### config.mk
export PLATFORM = sky130hd
export DESIGN_NAME = dma_ctrl_regs
export DESIGN_NICKNAME = d
export VERILOG_FILES = /design/src/rtl/dma_ctrl_regs.sv
export SDC_FILE = /design/constraint.sdc
export NUM_CORES = 1
export LEC_CHECK = 0
export ABC_AREA = 1
export BUFFER_PORTS_ARGS = -buffer_cell sky130_fd_sc_hd__buf_2
export CAP_MARGIN = 5
export CORE_ASPECT_RATIO = 1.1
export CORE_MARGIN = 5
export CORE_UTILIZATION = 48
export DETAILED_ROUTE_END_ITERATION = 7
export PLACE_DENSITY = 0.84
export SLEW_MARGIN = 20
export SYNTH_ARGS = -nofsm -noshare
export SYNTH_HDL_FRONTEND = slang
export SYNTH_SLANG_ARGS = --single-unit
### constraint.sdc
create_clock -name clk -period 0.9 [get_ports clk]
set_input_delay 0.09 -clock clk [delete_from_list [all_inputs] [get_ports clk]]
set_output_delay 0.09 -clock clk [all_outputs]
set_load 0.05 [all_outputs]
### src/rtl/dma_ctrl_regs.sv
module dma_ctrl_regs #(
  parameter int CH_W = 2,
  localparam int NUM_CH = 1 << CH_W
) (
  input  logic                  clk,
  input  logic                  rst_n,
  input  logic                  wr_en,
  input  logic                  rd_en,
  input  logic [2:0]            addr,
  input  logic [7:0]            wr_data,
  output logic [7:0]            rd_data,
  input  logic [NUM_CH-1:0]     req_set,
  input  logic [NUM_CH-1:0]     req_clr,
  input  logic [NUM_CH-1:0]     tc_set,
  output logic [NUM_CH-1:0]     mask_o,
  output logic [2*NUM_CH-1:0]   status_o,
  output logic [7:0]            cmd_o,
  output logic [6*NUM_CH-1:0]   mode_o,
  output logic                  ff_clr_o
);

  localparam logic [2:0] OF_CMD   = 3'd0;
  localparam logic [2:0] OF_SWREQ = 3'd1;
  localparam logic [2:0] OF_MASK1 = 3'd2;
  localparam logic [2:0] OF_MODE  = 3'd3;
  localparam logic [2:0] OF_FFCLR = 3'd4;
  localparam logic [2:0] OF_MRST  = 3'd5;
  localparam logic [2:0] OF_UNMSK = 3'd6;
  localparam logic [2:0] OF_MSKALL= 3'd7;
  localparam logic [7:0] CMD_KEEP = 8'h04;

  logic [NUM_CH-1:0] mask_q, mask_nxt;
  logic [NUM_CH-1:0] req_q, req_nxt;
  logic [NUM_CH-1:0] tc_q, tc_nxt;
  logic [7:0]        cmd_q;
  logic [5:0]        mode_q [NUM_CH];

  logic [CH_W-1:0] sel;
  logic            flag, master_rst, status_rd, cmd_ok;

  assign sel        = wr_data[CH_W-1:0];
  assign flag       = wr_data[CH_W];
  assign master_rst = wr_en && addr == OF_MRST;
  assign status_rd  = rd_en && addr == OF_CMD;
  assign cmd_ok     = (wr_data & ~CMD_KEEP) == 8'h00;
  assign ff_clr_o   = wr_en && (addr == OF_FFCLR || addr == OF_MRST);

  always_comb begin
    req_nxt  = (req_q & ~req_clr) | req_set;
    tc_nxt   = (tc_q & ~{NUM_CH{status_rd}}) | tc_set;
    mask_nxt = mask_q;
    if (wr_en) begin
      case (addr)
        OF_SWREQ: begin
          req_nxt[sel] = flag;
          tc_nxt[sel]  = 1'b0;
        end
        OF_MASK1:  mask_nxt[sel] = flag;
        OF_UNMSK:  mask_nxt = '0;
        OF_MSKALL: mask_nxt = wr_data[NUM_CH-1:0];
        default: ;
      endcase
    end
  end

  always_ff @(posedge clk or negedge rst_n) begin
    if (!rst_n) begin
      mask_q <= '1;
      req_q  <= '0;
      tc_q   <= '0;
      cmd_q  <= '0;
      for (int i = 0; i < NUM_CH; i++) mode_q[i] <= '0;
    end else if (master_rst) begin
      mask_q <= '1;
      req_q  <= '0;
      tc_q   <= '0;
      cmd_q  <= '0;
    end else begin
      mask_q <= mask_nxt;
      req_q  <= req_nxt;
      tc_q   <= tc_nxt;
      if (wr_en && addr == OF_CMD && cmd_ok) cmd_q <= wr_data;
      if (wr_en && addr == OF_MODE) mode_q[sel] <= wr_data[7:2];
    end
  end

  for (genvar g = 0; g < NUM_CH; g++) begin : g_mode
    assign mode_o[6*g +: 6] = mode_q[g];
  end

  assign mask_o   = mask_q;
  assign status_o = {req_q, tc_q};
  assign cmd_o    = cmd_q;

  always_comb begin
    rd_data = 8'h00;
    if (rd_en) begin
      case (addr)
        OF_CMD:   rd_data = 8'(status_o);
        OF_SWREQ: rd_data = 8'(mask_q);
        default:  rd_data = 8'h00;
      endcase
    end
  end

  a_r8_master_reset: assert property (@(posedge clk) disable iff (!rst_n)
    (wr_en && addr == OF_MRST) |=> (mask_o == '1 && status_o == '0 && cmd_o == 8'h00));

  a_r2_cmd_reject: assert property (@(posedge clk) disable iff (!rst_n)
    (wr_en && addr == OF_CMD && wr_data != 8'h00 && wr_data != 8'h04) |=> $stable(cmd_o));

  a_r9_tc_read_clear: assert property (@(posedge clk) disable iff (!rst_n)
    (rd_en && addr == OF_CMD && tc_set == '0) |=> (status_o[NUM_CH-1:0] == '0));

  a_r4_single_mask: assert property (@(posedge clk) disable iff (!rst_n)
    (wr_en && addr == OF_MASK1) |=> (mask_o[$past(wr_data[CH_W-1:0])] == $past(wr_data[CH_W])));

  a_r6_mode_store: assert property (@(posedge clk) disable iff (!rst_n)
    (wr_en && addr == OF_MODE) |=> (mode_o[6*$past(wr_data[CH_W-1:0]) +: 6] == $past(wr_data[7:2])));

  a_r3_sw_request: assert property (@(posedge clk) disable iff (!rst_n)
    (wr_en && addr == OF_SWREQ) |=>
      (status_o[NUM_CH + $past(wr_data[CH_W-1:0])] == $past(wr_data[CH_W]) &&
       status_o[$past(wr_data[CH_W-1:0])] == 1'b0));

  a_r5_unmask_all: assert property (@(posedge clk) disable iff (!rst_n)
    (wr_en && addr == OF_UNMSK) |=> (mask_o == '0));

endmodule

==> results_dict.tcl <==
set metrics [dict create \
    finalMaxSlewViolations 0 \
    worst_pin_slew_ns 0.364 \
    grt_setup_unrepaired "yes" \
    drc 0 \
    status "finished with violations" \
    io_pins 80 \
    yosysUniqueCellTypes 19 \
    wl_met1_mm 2.73 \
    slew_headroom_pct 75.7 \
    post_drt_via_cell_ratio 5.15 \
    yosys.area_share.simple_pct 27.9 \
    dr_wl_met2_mm 4.08 \
    grt_antenna_before_repair 0 \
    crit_chain "nand2_2, a21oi_4, buf_6" \
    synth_area_per_cell_sq_um 8.03 \
    crit_path_top_delay_cell "dfstp_2" \
    fmax_mhz 752 \
    dpl.hpwl_mm 4.28 \
    fp.dieW_um 72.6 \
    multiInputGateArea_sq_um 991 \
    vias 2322 \
    fillers 207 \
    path_buf_inv 1 \
    hold_viol 0 \
    p_leak_nw 1.88 \
    grt_pass1_wl_mm 11.2 \
    yosys.area.top_type "dfrtp_1" \
    synth_adder_area_share_pct 0 \
    die_y_um 78.9 \
    path_clk_slew_ns 0.07 \
    root_buffer "clkbuf_8" \
    totalWireLength_mm 7.58 \
    dieArea_sq_um 5730 \
    clockBufferDepth 2 \
    power_mw 6.70 \
    startpoint_type "flip-flop" \
    cp.required_ns 0.81 \
    top_layer "met4" \
    reg2reg_from "req_q[2]$_DFF_PN0_" \
    final_nets 423 \
    syn_to_final_growth_pct 77.2 \
    cts_buffers 5 \
    synth_mux_area_share_pct 0 \
    htree_num_levels 2 \
    synth_top_cells_by_area "dfrtp_1 48%, nand2_1 13%, nor2_1 6.0%, inv_1 5.6%, dfstp_2 5.1%" \
    track_usage_pct 25.1 \
    setup_violations 58 \
    worstHoldPathType "input port to flip-flop" \
    yosysWarnings 0 \
    timing.hold.ws_ns 0.0507 \
    first_pass_iters 4 \
    wire_per_inst_um 16.8 \
    grt_max_degree 45 \
    start_util_pct 48.7 \
    grt_pass1_vias 2306 \
    arrival_ns 1.24 \
    gp_congestion 0.893 \
    ys_seq_elements 44 \
    drv_cap 0 \
    startpoint "mask_o[3]$_DFFE_PN1P_" \
    critical-path-top-delay-family "flip-flops" \
    cp-end-kind "output port" \
    critical_path_class "flip-flop to output port" \
    timing.final.crit_share_pct 148 \
    dp_cells 415 \
    max_stage_delay_ns 0.55 \
    detail-route-antenna-nets 0 \
    synth-xor-area-share_pct 0 \
    worstHoldStart "tc_set[1]" \
    coreArea_sq_um 4250 \
    syn-num-nets 285 \
    dr_wl_met3_um 576 \
    synth.top_cell.area_share_pct 48.3 \
    final_core_util_pct 86.3 \
    syn-cell-area_sq_um 2070 \
    grt_overflow 0 \
    p_per_area_nw_per_um2 1830 \
    yosysSeqAreaShare_pct 53.4 \
    drtIter0Drc 210 \
    cts.sinks 44 \
    row_count 25 \
    worstSkewPairLatency_ns 0.30 \
    ir_drop_v 0.00150 \
    violations "setup timing" \
    synthCells 258 \
    layout-drive-gt1-share_pct 54.2 \
    synth_compound_area_share_pct 9.60 \
    path_max_fanout 2 \
    fin_cells 451 \
    ff_latch_area_sq_um 1120 \
    synth_top_family_by_area "simple AND/OR/NAND/NOR gates" \
    cts_tree "yes" \
    dp_slack_ns -0.306 \
    antennaDiodeCount 0 \
    io_buffers 79 \
    skew_ns 0 \
    period_needed_ns 1.33 \
    worst_slack_ns -0.430 \
]
-- synthesized netlist by cell type --
cell type,instances
nand4_1,6
nor3_4,1
o21ai_2,5
o21ai_0,1
nor2_2,2
inv_2,3
o21ai_1,19
inv_1,31
nand4_2,1
nor2_1,33
buf_4,6
nand2_1,73
dfstp_2,4
a21oi_1,11
dfrtp_1,40
buf_2,1
nand2_2,1
nand3_1,19
buf_6,1
-- worst reg2reg max path: stages (launching register included) --
cell,delay (ns)
dfrtp_2,0.45
inv_4,0.09
buf_6,0.10
nor2_4,0.03
nor2_2,0.14
nand2_1,0.08
nand2_1,0.07
inv_1,0.06
-- worst paths after layout --
| path | depth (start not counted) | slack (ns) | end |
|---|---|---|---|
| min | 3 | 0.05 | tc_q[1]$_DFF_PN0_ |
| max in group asynchronous | 3 | 0.31 | mask_o[3]$_DFFE_PN1P_ |
| min in group asynchronous | 3 | 0.32 | cmd_o[0]$_DFFE_PN0P_ |
| max | 3 | -0.43 | rd_data[3] |
| min reg2reg | 2 | 0.52 | mode_o[17]$_DFFE_PN0P_ |
| max reg2reg | 7 | -0.22 | req_q[2]$_DFF_PN0_ |
-- placed cells by master (no fill, tap or decap), types with 2 or more instances in the layout --
master    count
nor2_2        6
inv_4         3
nand2_4       3
nand2_2      13
a21oi_4       5
clkbuf_8      5
o21ai_2       5
buf_12        2
nor2_4        8
dfstp_2       4
buf_4        49
buf_8        10
o21ai_1      19
inv_2         6
dfrtp_2       8
a21oi_2       5
nand3_1      19
nor2_1       21
nand4_1       6
buf_2        26
dfrtp_1      32
buf_6        51
inv_1        24
nand2_1      57
-- flip-flops by register name, summed over array words and instances, names as in the netlist --
name    flops
cmd_o       8
mask_o      4
mode_o     24
req_q       4
tc_q        4
-- cell families after synthesis --
logic type	count (synthesis)
AND/OR/NAND/NOR	136
flip-flops	44
buffers and inverters	42
AO/OA/AOI/OAI	36
-- timing repair --
action,CTS,global route
resized for setup,116,33
setup buffers,13,14
pin swaps,0,10
hold buffers,1,0
endpoints found under the hold margin,41,0
endpoints found under the setup margin,55,83
-- area by class of cell --
cell class	instances	area share, %
Multi-Input combinational cell	172	27.0
Inverter	34	3.82
Timing Repair Buffer	139	34.7
Clock buffer	6	1.98
Clock inverter	2	0.341
Tap cell	54	1.84
Sequential cell	44	30.4
-- report_power, final --
group / internal (mW) / switching, mW / total (mW)
sequential: 2.28 / 0.240 / 2.52
combinational: 1.19 / 1.79 / 2.98
clock: 0.543 / 0.663 / 1.21
-- through the flow --
step	instance area, sq um	TNS, ns
2_1_floorplan	2260	-4.22
3_3_place_gp	2900	-10.41
3_5_place_dp	2900	-11.61
4_1_cts	3460	-6.42
5_1_grt	3670	-9.07
6_report	3670	-6.98
-- metal layers --
layer | global-route usage (%) | vias up
met3 | 5.70 | 20
met2 | 45.8 | 117
li1 | - | 1090
met1 | 28.9 | 1095
met4 | 7.01 | 0
met5 | 0 | -
No activity file was read; power rests on OpenSTA's default activity.
